==> config.mk <==
export PLATFORM = sky130hd
export DESIGN_NAME = nand_prog_erase_seq
export DESIGN_NICKNAME = d
export VERILOG_FILES = /design/src/rtl/nps_pkg.sv /design/src/rtl/nps_chunk.sv /design/src/rtl/nps_frame.sv /design/src/rtl/nand_prog_erase_seq.sv
export SDC_FILE = /design/constraint.sdc
export NUM_CORES = 1
export LEC_CHECK = 0
export BUFFER_PORTS_ARGS = -buffer_cell sky130_fd_sc_hd__buf_2
export CORE_MARGIN = 4
export CORE_UTILIZATION = 55
export CTS_BUF_LIST = sky130_fd_sc_hd__clkbuf_4 sky130_fd_sc_hd__clkbuf_8
export DETAILED_ROUTE_END_ITERATION = 10
export PLACE_DENSITY_LB_ADDON = 0.3
export SYNTH_ARGS = -nofsm -noshare
export SYNTH_HDL_FRONTEND = slang
export SYNTH_HIERARCHICAL = 1
export SYNTH_SLANG_ARGS = --single-unit
==> constraint.sdc <==
create_clock -name clk -period 9.2 [get_ports clk]
set_input_delay 0.46 -clock clk [delete_from_list [all_inputs] [get_ports clk]]
set_output_delay 0.46 -clock clk [all_outputs]
set_load 0.02 [all_outputs]
==> src/rtl/nps_pkg.sv <==
package nps_pkg;

  typedef enum logic [2:0] {
    FK_POLL,
    FK_LOAD,
    FK_WREN,
    FK_EXEC,
    FK_ERASE
  } frame_e;

  typedef enum logic [1:0] {
    ST_IDLE,
    ST_FRAME,
    ST_GAP,
    ST_DONE
  } state_e;

  localparam logic [7:0] OP_GET_FEAT = 8'h0F;
  localparam logic [7:0] REG_STATUS  = 8'hC0;
  localparam logic [7:0] OP_LOAD     = 8'h02;
  localparam logic [7:0] OP_WREN     = 8'h06;
  localparam logic [7:0] OP_EXEC     = 8'h10;
  localparam logic [7:0] OP_ERASE    = 8'hD8;

  localparam logic [7:0] MSK_BUSY  = 8'h01;
  localparam logic [7:0] MSK_EFAIL = 8'h04;
  localparam logic [7:0] MSK_PFAIL = 8'h08;

endpackage

==> src/rtl/nps_chunk.sv <==
module nps_chunk #(
  parameter int ADDR_W    = 32,
  parameter int LEN_W     = 24,
  parameter int PAGE_W    = 11,
  parameter int BLK_SHIFT = 6,
  parameter int ROW_W     = 24
) (
  input  logic                is_erase,
  input  logic [ADDR_W-1:0]   pos,
  input  logic [LEN_W-1:0]    rem,
  output logic [15:0]         col,
  output logic [PAGE_W:0]     chunk,
  output logic [ROW_W-1:0]    row,
  output logic [LEN_W-1:0]    step
);
  localparam int CHUNK_W = PAGE_W + 1;
  localparam logic [CHUNK_W-1:0] PAGE_BYTES = CHUNK_W'(1) << PAGE_W;

  logic [PAGE_W-1:0]  col_raw;
  logic [CHUNK_W-1:0] space;

  always_comb begin
    col_raw = pos[PAGE_W-1:0];
    space   = PAGE_BYTES - CHUNK_W'(col_raw);
    col     = 16'(col_raw);
    if (rem < LEN_W'(space)) chunk = rem[CHUNK_W-1:0];
    else                     chunk = space;
    if (is_erase) begin
      row  = ROW_W'(pos << BLK_SHIFT);
      step = LEN_W'(1);
    end else begin
      row  = ROW_W'(pos >> PAGE_W);
      step = LEN_W'(chunk);
    end
  end
endmodule

==> src/rtl/nps_frame.sv <==
module nps_frame
  import nps_pkg::*;
#(
  parameter int PAGE_W    = 11,
  parameter int ROW_BYTES = 3
) (
  input  frame_e                   kind,
  input  logic [PAGE_W+1:0]        idx,
  input  logic [15:0]              col,
  input  logic [8*ROW_BYTES-1:0]   row,
  input  logic [PAGE_W:0]          chunk,
  input  logic [7:0]               data,
  output logic [7:0]               tx,
  output logic                     last,
  output logic                     data_phase
);
  localparam int IDX_W = PAGE_W + 2;

  logic [7:0] row_byte;
  int         sh;

  always_comb begin
    sh       = 8 * (ROW_BYTES - int'(idx));
    row_byte = 8'(row >> sh);
    if (idx == '0 || int'(idx) > ROW_BYTES) row_byte = 8'h00;
  end

  always_comb begin
    tx         = 8'h00;
    last       = 1'b0;
    data_phase = 1'b0;
    unique case (kind)
      FK_POLL: begin
        if (idx == IDX_W'(0))      tx = OP_GET_FEAT;
        else if (idx == IDX_W'(1)) tx = REG_STATUS;
        last = (idx == IDX_W'(2));
      end
      FK_LOAD: begin
        if (idx == IDX_W'(0))      tx = OP_LOAD;
        else if (idx == IDX_W'(1)) tx = col[15:8];
        else if (idx == IDX_W'(2)) tx = col[7:0];
        else begin
          tx         = data;
          data_phase = 1'b1;
        end
        last = (idx == IDX_W'(chunk) + IDX_W'(2));
      end
      FK_WREN: begin
        tx   = OP_WREN;
        last = 1'b1;
      end
      FK_EXEC, FK_ERASE: begin
        if (idx == IDX_W'(0)) tx = (kind == FK_EXEC) ? OP_EXEC : OP_ERASE;
        else                  tx = row_byte;
        last = (idx == IDX_W'(ROW_BYTES));
      end
      default: begin
        tx   = 8'h00;
        last = 1'b1;
      end
    endcase
  end
endmodule

==> src/rtl/nand_prog_erase_seq.sv <==
module nand_prog_erase_seq
  import nps_pkg::*;
#(
  parameter int ADDR_W    = 32,
  parameter int LEN_W     = 24,
  parameter int CNT_W     = 16,
  parameter int PAGE_W    = 11,
  parameter int BLK_SHIFT = 6,
  parameter int ROW_BYTES = 3
) (
  input  logic              clk,
  input  logic              rst_n,
  input  logic              req_write,
  input  logic              req_erase,
  input  logic [ADDR_W-1:0] req_addr,
  input  logic [LEN_W-1:0]  req_len,
  output logic              busy,
  output logic              done,
  output logic [CNT_W-1:0]  done_count,
  input  logic [7:0]        s_data,
  input  logic              s_valid,
  output logic              s_ready,
  output logic              spi_sel,
  output logic [7:0]        spi_tx,
  output logic              spi_valid,
  input  logic              spi_ready,
  input  logic [7:0]        spi_rx
);
  localparam int IDX_W   = PAGE_W + 2;
  localparam int ROW_W   = 8 * ROW_BYTES;
  localparam int CHUNK_W = PAGE_W + 1;

  state_e            state;
  frame_e            kind, nxt_kind;
  logic              nxt_done;
  logic [IDX_W-1:0]  idx;
  logic              is_erase;
  logic              pre;
  logic [ADDR_W-1:0] pos;
  logic [LEN_W-1:0]  rem;
  logic [CNT_W-1:0]  cnt;

  logic [15:0]        col;
  logic [CHUNK_W-1:0] chunk;
  logic [ROW_W-1:0]   row;
  logic [LEN_W-1:0]   step;
  logic [7:0]         ftx;
  logic               last, data_phase;
  logic               hs, st_busy, fail_bit;
  frame_e             first_kind;

  nps_chunk #(
    .ADDR_W(ADDR_W), .LEN_W(LEN_W), .PAGE_W(PAGE_W),
    .BLK_SHIFT(BLK_SHIFT), .ROW_W(ROW_W)
  ) u_chunk (
    .is_erase(is_erase), .pos(pos), .rem(rem),
    .col(col), .chunk(chunk), .row(row), .step(step)
  );

  nps_frame #(
    .PAGE_W(PAGE_W), .ROW_BYTES(ROW_BYTES)
  ) u_frame (
    .kind(kind), .idx(idx), .col(col), .row(row), .chunk(chunk),
    .data(s_data), .tx(ftx), .last(last), .data_phase(data_phase)
  );

  always_comb begin
    spi_sel    = (state == ST_FRAME);
    spi_valid  = spi_sel && (!data_phase || s_valid);
    s_ready    = spi_sel && data_phase && spi_ready;
    spi_tx     = ftx;
    hs         = spi_valid && spi_ready;
    st_busy    = |(spi_rx & MSK_BUSY);
    fail_bit   = is_erase ? |(spi_rx & MSK_EFAIL) : |(spi_rx & MSK_PFAIL);
    first_kind = is_erase ? FK_WREN : FK_LOAD;
    busy       = (state != ST_IDLE);
    done       = (state == ST_DONE);
    done_count = cnt;
  end

  always_ff @(posedge clk or negedge rst_n) begin
    if (!rst_n) begin
      state    <= ST_IDLE;
      kind     <= FK_POLL;
      nxt_kind <= FK_POLL;
      nxt_done <= 1'b0;
      idx      <= '0;
      is_erase <= 1'b0;
      pre      <= 1'b0;
      pos      <= '0;
      rem      <= '0;
      cnt      <= '0;
    end else begin
      unique case (state)
        ST_IDLE: begin
          if (req_write || req_erase) begin
            is_erase <= !req_write;
            pos      <= req_addr;
            rem      <= req_len;
            cnt      <= '0;
            pre      <= 1'b1;
            kind     <= FK_POLL;
            idx      <= '0;
            state    <= ST_FRAME;
          end
        end
        ST_FRAME: begin
          if (hs && !last) begin
            idx <= idx + IDX_W'(1);
          end else if (hs) begin
            idx      <= '0;
            state    <= ST_GAP;
            nxt_done <= 1'b0;
            unique case (kind)
              FK_POLL: begin
                if (st_busy) begin
                  nxt_kind <= FK_POLL;
                end else if (pre) begin
                  pre <= 1'b0;
                  if (rem == '0) nxt_done <= 1'b1;
                  else           nxt_kind <= first_kind;
                end else if (fail_bit) begin
                  nxt_done <= 1'b1;
                end else begin
                  cnt <= cnt + CNT_W'(1);
                  pos <= pos + ADDR_W'(step);
                  rem <= rem - step;
                  if (rem == step) nxt_done <= 1'b1;
                  else             nxt_kind <= first_kind;
                end
              end
              FK_LOAD: nxt_kind <= FK_WREN;
              FK_WREN: nxt_kind <= is_erase ? FK_ERASE : FK_EXEC;
              default: nxt_kind <= FK_POLL;
            endcase
          end
        end
        ST_GAP: begin
          state <= nxt_done ? ST_DONE : ST_FRAME;
          kind  <= nxt_kind;
        end
        ST_DONE: state <= ST_IDLE;
        default: state <= ST_IDLE;
      endcase
    end
  end
endmodule

Word-level counts from Yosys, hierarchy flattened
Cells that the tools add are included.
W data, S select, Z words.
{"block": "word_totals", "regBits": 96, "in_bits": 78}
{"block": "classes", "addsub": 7, "magnitude_cmp": 2, "eq_ne": 23, "shift": 1, "muxes": 73, "bitwise_logic": 1, "reduce_logical": 27}
{"operator": "$mux W32", "count": 7}
{"operator": "$mux W24", "count": 8}
{"operator": "$mux W16", "count": 7}
{"operator": "$mux W8", "count": 8}
{"operator": "$pmux W32 S2", "count": 1}
{"operator": "$pmux W24 S2", "count": 1}
{"operator": "$mux W13", "count": 3}
{"operator": "$add A32 B24 Y32", "count": 1}
{"operator": "$pmux W16 S2", "count": 1}
{"operator": "$pmux W8 S4", "count": 1}
{"operator": "$shr A24 B32 Y8", "count": 1}
{"operator": "$eq A13 B2 Y1 const B", "count": 2}
{"operator": "$pmux W13 S2", "count": 1}
{"operator": "$eq A24 B24 Y1", "count": 1}
{"operator": "$logic_not A24 Y1", "count": 1}
{"operator": "$lt A24 B12 Y1", "count": 1}
{"operator": "$mux W12", "count": 2}
{"operator": "$sub A24 B24 Y24", "count": 1}
{"operator": "$mux W3", "count": 7}
{"operator": "$add A16 B1 Y16 const B", "count": 1}
{"operator": "$mux W1", "count": 16}
{"operator": "$sub A2 B13 Y14 const A", "count": 1}
{"operator": "$add A12 B2 Y13 const B", "count": 1}
{"operator": "$add A13 B1 Y13 const B", "count": 1}
{"operator": "32 further kinds", "count": 59}

Logic depth before layout (Yosys ltp)
Gate-level depths: netlist of run 1.
{"block": "logic_depth", "depth_word": 12, "depth_mapped": 28, "depth_no_buf": 27}

Hierarchy
Netlist of run 1, hierarchy kept.
{"mod": "nand_prog_erase_seq", "instances": 1, "cells_per_inst": 882, "area_each_um2": 7129.3}
{"mod": "nps_frame", "instances": 1, "cells_per_inst": 174, "area_each_um2": 1219.9}
{"mod": "nps_chunk", "instances": 1, "cells_per_inst": 149, "area_each_um2": 1161.1}

Least setup slack after synthesis of run 1
OpenSTA, ideal clock, no wires.
{"block": "synth_timing", "path_type": "reg2reg", "startpoint": "reg pos[1]", "endpoint": "reg cnt[13] (netlist: done_count[13])", "t_arrival_ns": 6.236, "t_required_ns": 9.068, "path_slack_ns": 2.832, "stages_incl_launch_ff": 27, "path_cell_list": "dfrtp_1 > or4_4 > or4_4 > or3_4 > nor3_1 > inv_1 > ha_1 > a211oi_1 > nand3_1 > a2111oi_1 > clkbuf_2 > mux2_2 > ha_1 > nand3_1 > or4_1 > o211ai_1 > o22ai_1 > o21ai_0 > and2_1 > nand4_1 > o21ai_2 > and3_4 > nand3_1 > nor2_2 > nand3_1 > xor2_1 > nor2_1"}
{"block": "synth_via", "elab_chain_cells": 10}
{"element": "start, declared", "line": "nand_prog_erase_seq.sv:39", "rtl": "logic [ADDR_W-1:0] pos;"}
{"element": "start signal, assigned", "line": "nand_prog_erase_seq.sv:98", "rtl": "pos <= req_addr;"}
{"element": "start signal, assigned", "line": "nand_prog_erase_seq.sv:126", "rtl": "pos <= pos + ADDR_W'(step);"}
{"element": "$sub A12 B11 Y12 (*)", "line": "nps_chunk.sv:24", "rtl": "space = PAGE_BYTES - CHUNK_W'(col_raw);"}
{"element": "$lt A24 B12 Y1", "line": "nps_chunk.sv:26", "rtl": "if (rem < LEN_W'(space)) chunk = rem[CHUNK_W-1:0];"}
{"element": "$mux W12 (*)", "line": "nps_chunk.sv:26"}
{"element": "named net chunk[1]", "line": "nand_prog_erase_seq.sv:44", "rtl": "logic [CHUNK_W-1:0] chunk;"}
{"element": "$add A12 B2 Y13 (*)", "line": "nps_frame.sv:46", "rtl": "last = (idx == IDX_W'(chunk) + IDX_W'(2));"}
{"element": "$eq A13 B13 Y1 (*)", "line": "nps_frame.sv:46"}
{"element": "$pmux W1 S3 (*)", "line": "nps_frame.sv:32", "rtl": "unique case (kind)"}
{"element": "named net last", "line": "nand_prog_erase_seq.sv:48", "rtl": "logic last, data_phase;"}
{"element": "$logic_not A1 Y1 (*)", "line": "nand_prog_erase_seq.sv:108", "rtl": "if (hs && !last) begin"}
{"element": "$logic_and A1 B1 Y1 (*)", "line": "nand_prog_erase_seq.sv:108"}
{"element": "$ne A2 B2 Y1 (no line) (*)"}
{"element": "$reduce_and A8 Y1 (no line) (*)"}
{"element": "end signal, assigned", "line": "nand_prog_erase_seq.sv:125", "rtl": "cnt <= cnt + CNT_W'(1);"}
{"element": "end, declared", "line": "nand_prog_erase_seq.sv:41", "rtl": "logic [CNT_W-1:0] cnt;"}
Mark *: on every way through the listed nets, which the timed path passes. The rest lies on a longest branch.
A chain may end at the register's enable or synchronous reset.

Worst setup path in the final report of run 1
{"block": "layout_timing", "startpoint": "reg pos[1]", "endpoint": "reg pos[28]"}
{"block": "layout_via", "elab_cells_between_ends": 19}
{"element": "$sub A12 B11 Y12 (*)", "line": "nps_chunk.sv:24"}
{"element": "$lt A24 B12 Y1", "line": "nps_chunk.sv:26"}
{"element": "$mux W12 (*)", "line": "nps_chunk.sv:26"}
{"element": "named net chunk[1]", "line": "nand_prog_erase_seq.sv:44"}
{"element": "$add A12 B2 Y13 (*)", "line": "nps_frame.sv:46"}
{"element": "$eq A13 B13 Y1 (*)", "line": "nps_frame.sv:46"}
{"element": "$pmux W1 S3 (*)", "line": "nps_frame.sv:32"}
{"element": "named net last", "line": "nand_prog_erase_seq.sv:48"}
{"element": "$logic_not A1 Y1 (*)", "line": "nand_prog_erase_seq.sv:108"}
{"element": "$logic_and A1 B1 Y1 (*)", "line": "nand_prog_erase_seq.sv:108"}
{"element": "$ne A2 B2 Y1 (no line) (*)"}
{"element": "$reduce_and A8 Y1 (no line) (*)"}
Mark *: on every way through the listed nets, which the timed path passes. The rest lies on a longest branch. The select of a mux whose other input is x is not followed.

==> results of run 1 <==
-- metal layers --
layer	vias to the layer above	track usage	wire length [um]
li1	4422	-	-
met1	4317	0.371	11700
met2	361	0.448	12600
met3	48	0.0552	1890
met4	0	0.0700	539
met5	-	0	0
-- worst paths after layout --
path / start / to / cells after the start
worst max-delay path: pos[1]$_DFFE_PN0P_ / pos[28]$_DFFE_PN0P_ / 26
worst min-delay path: rst_n / rem[5]$_DFFE_PN0P_ / 1
worst max register to register: pos[1]$_DFFE_PN0P_ / pos[28]$_DFFE_PN0P_ / 26
worst min register to register: nxt_kind[0]$_DFFE_PN0P_ / kind[0]$_DFFE_PN0P_ / 1
max in group asynchronous: rst_n / pos[10]$_DFFE_PN0P_ / 2
min in group clk: req_write / is_erase$_DFFE_PN0P_ / 2
-- area by class of cell --
cell class	instances	share of cell area
tap	220	0.0268
sequential	96	0.234
timing repair buffer	111	0.0569
clock buffer	9	0.0121
clock inverter	7	0.00793
inverter	59	0.0216
multi-input combinational	990	0.640
-- state kept, by name (all words and copies together) (netlist names) --
| signal | count |
|---|---|
| done_count | 16 |
| idx | 13 |
| is_erase | 1 |
| kind | 3 |
| nxt_done | 1 |
| nxt_kind | 3 |
| pos | 32 |
| pre | 1 |
| rem | 24 |
| state | 2 |
-- Yosys cell counts (4+ instances only) --
cell	instances
a31oi_1	17
a41oi_1	4
a22oi_1	4
nor2b_1	33
or2_2	8
o21ai_1	4
a211o_1	5
clkbuf_1	37
or3_1	13
inv_1	59
mux2i_1	12
buf_1	4
o211ai_1	4
buf_4	30
buf_2	4
a211oi_1	14
xnor2_1	40
nand2_1	101
nor4_1	11
mux2_2	37
nor2_1	121
and2_1	13
nor3b_1	7
o22ai_1	5
nor3_1	24
nand3_1	37
nand3b_1	4
a21oi_1	106
o21bai_1	9
nand2b_1	10
ha_1	63
o21ai_0	67
xor2_1	37
nand4_1	29
a21o_1	30
dfrtp_1	96
and3_1	21
o21a_1	8
a22o_1	8
-- report_power, final --
part           switching (mW)  leakage (nW)  internal (mW)
Clock                   0.190         0.104          0.109
Sequential              0.282          1.20          0.562
Combinational            1.63          3.36           1.18
-- per-stage QoR --
| stage | instances | power (mW) | setup WS [ns] | hold WS [ns] |
|---|---|---|---|---|
| 2_1_floorplan | 1221 | 2.98 | 2.83 | 0.164 |
| 3_3_place_gp | 1476 | 3.52 | 2.10 | 0.477 |
| 3_5_place_dp | 1476 | 3.59 | 1.97 | 0.481 |
| 4_1_cts | 1492 | 3.91 | 1.94 | 0.0907 |
| 5_1_grt | 1492 | 4.33 | 1.43 | 0.110 |
| 6_report | 1492 | 3.96 | 1.85 | 0.0619 |
-- logic make-up (layout without fill, tap and decap cells) --
kind of cell,Yosys count,after routing,synth area share
flip-flops,96,96,0.253
AND/OR/NAND/NOR,457,457,0.248
buffers and inverters,135,186,0.0658
AO/OA/AOI/OAI,324,324,0.217
XOR/XNOR,77,77,0.0709
multiplexers,50,50,0.0580
adder cells (fa/ha/maj),65,65,0.0871
other,1,17,0.000394
-- placed cells by master, fill, tap and decap left out, drive strengths merged, types with 12 or more instances in the layout --
cell type,n
conb,17
or3,14
ha,63
mux2i,12
nand3,38
buf,111
mux2,38
nor2b,34
a21oi,108
nor4,12
o21ai,72
nand2,102
inv,63
a31oi,17
nor2,122
a21o,30
dfrtp,96
nand4,31
xor2,37
a211oi,15
and2,13
nor3,26
xnor2,40
and3,22
==> impl_metrics.env, run 1 <==
export IMPL_grt_pass1_vias=8529
export IMPL_crit_path_end_kind="flip-flop"
export IMPL_place_area_um2=10000
export IMPL_drt_iter0_drc=663
export IMPL_regToRegSetupSlack_ns=1.85
export IMPL_ys_types=86
export IMPL_status="completed"
export IMPL_cts_root_buf="clkbuf_8"
export IMPL_cts_num_sinks=96
export IMPL_wl_mm=26.7
export IMPL_antenna_cells=0
export IMPL_fmax_mhz=136
export IMPL_cpMostUsedCell="buf_4"
export IMPL_grt_overflow_total=0
export IMPL_cp_start_kind="flip-flop"
export IMPL_dieArea_um2=19500
export IMPL_ant_nets=0
export IMPL_vias=9148
export IMPL_syn_mean_instance_area_um2=7.89
export IMPL_clkLatencyLatePin_ns=0.41
export IMPL_die_h_um=139
export IMPL_utilization=0.612
export IMPL_via_per_inst=6.13
export IMPL_layout_drive_gt1_share=0.162
export IMPL_cts_setup_buffers=0
export IMPL_crit_buf_inv=4
export IMPL_clkTransAtPathRegs_ns=0.12
export IMPL_synthCells=1205
export IMPL_initial_core_util=0.567
export IMPL_holdBufCountCts=0
export IMPL_fp_row_count=47
export IMPL_synth_top_area_share=0.253
export IMPL_leakagePower_nw=4.67
export IMPL_drc=0
export IMPL_min_period_over_period=0.799
export IMPL_maxCapViolCount=0
export IMPL_firstDrtPassIters=6
export IMPL_min_path_type="in -> async"
export IMPL_core_area_um2=16800
export IMPL_required_ns=9.50
export IMPL_finClkSkew_ns=0.0142
export IMPL_antenna_found_initial=0
export IMPL_synth_area_leader_cell="dfrtp_1"
export IMPL_grt_max_degree=79
export IMPL_track_usage=0.273
export IMPL_power_density_nw_per_um2=386
export IMPL_port_buffers=101
export IMPL_timing_setup_tns_ns=0
export IMPL_critPathKind="reg -> reg"
export IMPL_routedWlPerCell_um=17.9
export IMPL_io_pins=107
export IMPL_drv_slew=0
export IMPL_gp_congestion=0.968
export IMPL_slew_headroom=0.361
export IMPL_vdd_drop_max_uv=231
export IMPL_design_area_um2=10300
export IMPL_final_nets=1410
export IMPL_cp_slowest_stage_delay_ns=0.59
export IMPL_finalSetupViolCount=0
export IMPL_synth_seq_area_share=0.253
export IMPL_cp_slowest_cell="or4_4"
export IMPL_regArea_um2=2400
export IMPL_grt_pass1_wl_mm=43.9
export IMPL_fill_cells=1540
export IMPL_hold_viol_final=0
export IMPL_ys_ff_latch=96
export IMPL_rsz0062_at_grt="no"
export IMPL_h_tree_depth=3
export IMPL_cts_buffers=9
export IMPL_min_period_ns=7.35
export IMPL_crit_fanout=32
export IMPL_synth_edff_count=0
export IMPL_die_w_um=139
export IMPL_synth_async_reset_ratio=1.00
export IMPL_cp_arrival_ns=7.64
export IMPL_hpwl_mm=20.2
export IMPL_cts_resized=0
export IMPL_tightest_slew_ns=0.951
export IMPL_synth_top_flop_cell="dfrtp_1"
export IMPL_synth_area_um2=9510
export IMPL_cp_top_family="simple AND/OR/NAND/NOR gates"
export IMPL_yosys_warnings=6
export IMPL_multi_input_area_um2=6570
export IMPL_cts_tree="yes"
export IMPL_area_growth_pct=7.83
export IMPL_clock_path_buffers=2
export IMPL_synth_area_leaders="dfrtp_1, ha_1, a21oi_1"
Power figures use the tool's default switching activity.
==> run 2, diff against run 1 <==
==> constraint.sdc (replaced) <==
create_clock -name clk -period 7 [get_ports clk]
set_input_delay 0.35 -clock clk [delete_from_list [all_inputs] [get_ports clk]]
set_output_delay 0.35 -clock clk [all_outputs]
set_load 0.02 [all_outputs]
==> run 2 against run 1 <==
First-iteration DRC count increased by 42%. Power increased by 34%. Sequential power increased by 27%. Critical endpoint is now rem[0]$_DFFE_PN0P_. Largest cell class unchanged.
==> impl_metrics.env, run 2 (same netlist as run 1, synthesis figures left out) <==
export IMPL_crit_path_end_kind="flip-flop"
export IMPL_cp_start_kind="flip-flop"
export IMPL_cp_top_family="simple AND/OR/NAND/NOR gates"
export IMPL_final_nets=1426
export IMPL_antenna_cells=0
export IMPL_min_period_over_period=0.958
export IMPL_gp_congestion=0.974
export IMPL_cts_root_buf="clkbuf_8"
export IMPL_drt_iter0_drc=944
export IMPL_area_growth_pct=9.22
export IMPL_grt_pass1_vias=8688
export IMPL_hpwl_mm=20.7
export IMPL_power_density_nw_per_um2=511
export IMPL_clock_path_buffers=2
export IMPL_grt_overflow_total=0
export IMPL_leakagePower_nw=4.75
export IMPL_track_usage=0.279
export IMPL_layout_drive_gt1_share=0.172
export IMPL_finClkSkew_ns=0.0209
export IMPL_cp_arrival_ns=7.03
export IMPL_fmax_mhz=149
export IMPL_io_pins=107
export IMPL_cts_buffers=9
export IMPL_required_ns=7.33
export IMPL_critPathKind="reg -> reg"
export IMPL_cp_slowest_cell="nor2_2"
export IMPL_routedWlPerCell_um=18.4
export IMPL_status="completed"
export IMPL_crit_buf_inv=3
export IMPL_power_mw=5.31
export IMPL_final_cell_mix="nor2_1, a21oi_1, nand2_1"
export IMPL_antenna_found_initial=0
export IMPL_grt_pass1_wl_mm=44.6
export IMPL_cts_tree="yes"
export IMPL_drv_slew=0
export IMPL_wl_mm=27.7
export IMPL_ant_nets=0
export IMPL_worstPathCellList="or4_4 > or4_4 > or3_4 > nor3_1 > inv_1 > ha_1 > a211oi_1 > nand3_1 > a2111oi_2 > buf_4 > mux2_2 > ha_1 > and2_1 > nor2b_1 > o311a_1 > o2111ai_1 > o21ai_0 > and2_1 > nand4_1 > nor2_1 > buf_4 > nor2_2 > a211oi_1 > a21oi_1"
export IMPL_cts_setup_buffers=0
export IMPL_final_common_cell="nor2_1"
export IMPL_clkLatencyLatePin_ns=0.42
export IMPL_fp_row_count=47
export IMPL_clkTransAtPathRegs_ns=0.13
export IMPL_die_h_um=139
export IMPL_finalSetupViolCount=0
export IMPL_port_buffers=101
export IMPL_dieArea_um2=19500
export IMPL_via_per_inst=6.13
export IMPL_vias=9240
export IMPL_core_area_um2=16800
export IMPL_largest_register_ffs=32
export IMPL_cts_num_sinks=96
export IMPL_cp_slowest_stage_delay_ns=0.85
export IMPL_rsz0062_at_grt="no"
export IMPL_top_register="pos"
export IMPL_maxCapViolCount=0
export IMPL_die_w_um=139
export IMPL_crit_fanout=20
export IMPL_grt_max_degree=79
export IMPL_slew_headroom=0.263
export IMPL_hold_viol_final=0
export IMPL_tightest_slew_ns=1.10
export IMPL_initial_core_util=0.567
export IMPL_timing_setup_tns_ns=0
export IMPL_min_path_type="in -> reg"
export IMPL_min_period_ns=6.70
export IMPL_h_tree_depth=3
export IMPL_drc=0
export IMPL_firstDrtPassIters=7
export IMPL_vdd_drop_max_uv=205
run 2: cell count changes in the layout (fill, tap and decap cells not counted), sizes merged:
cell	previous run	this run
buf	111	125
dlygate4sd3	0	1
nor2	122	123
run 2: final cells by class:
| class | instances | area, um2 |
|---|---|---|
| repair buffers | 126 | 702 |
| well taps | 220 | 275 |
| clock inverters | 7 | 88.8 |
| clock buffers | 9 | 124 |
| inverters | 59 | 221 |
| flip-flops and latches | 96 | 2400 |
| fillers | 1514 | 6370 |
| multi-input cells | 991 | 6570 |
run 2: metal layers:
metal  track usage  wire length [um]
met1         0.392             12300
met2         0.443             12500
met3        0.0412              2020
met4        0.0937               839
met5             0                 0
run 2: path summary, 6_finish.rpt:
path                                    startpoint                  end  slack, ns  depth (start not counted)
max                             pos[1]$_DFFE_PN0P_   rem[0]$_DFFE_PN0P_       0.30                         24
min                                   req_addr[26]  pos[26]$_DFFE_PN0P_       0.15                          2
max reg2reg                     pos[1]$_DFFE_PN0P_   rem[0]$_DFFE_PN0P_       0.30                         24
min reg2reg                nxt_kind[2]$_DFFE_PN0P_  kind[2]$_DFFE_PN0P_       0.51                          1
max in group asynchronous                    rst_n   pos[9]$_DFFE_PN0P_       5.39                          3
min in group asynchronous                    rst_n  rem[12]$_DFFE_PN0P_       0.50                          2
run 2: through the flow:
stage	instance area, um2	hold slack (ns)	setup slack, ns	util	std cells
floorplan	9570	0.0544	0.632	-	1221
global placement	10200	0.408	0.453	0.606	1490
detailed placement	10200	0.414	0.311	0.606	1490
CTS	10400	0.145	0.273	0.619	1507
global route	10400	0.141	0.0490	0.620	1508
finish	10400	0.152	0.295	0.620	1508
run 2: what timing repair did:
| item | 4_1_cts | 5_1_grt |
|---|---|---|
| hold buffers | 1 | 0 |
| gates resized for setup | 0 | 1 |
| endpoints found under the hold margin | 46 | 0 |
| endpoints found under the setup margin | 0 | 13 |
run 2: power by group:
part,internal (mW),switching (mW),leakage (nW)
registers,0.740,0.330,1.20
clock network,0.146,0.260,0.107
logic,1.60,2.23,3.44
total,2.49,2.82,4.75
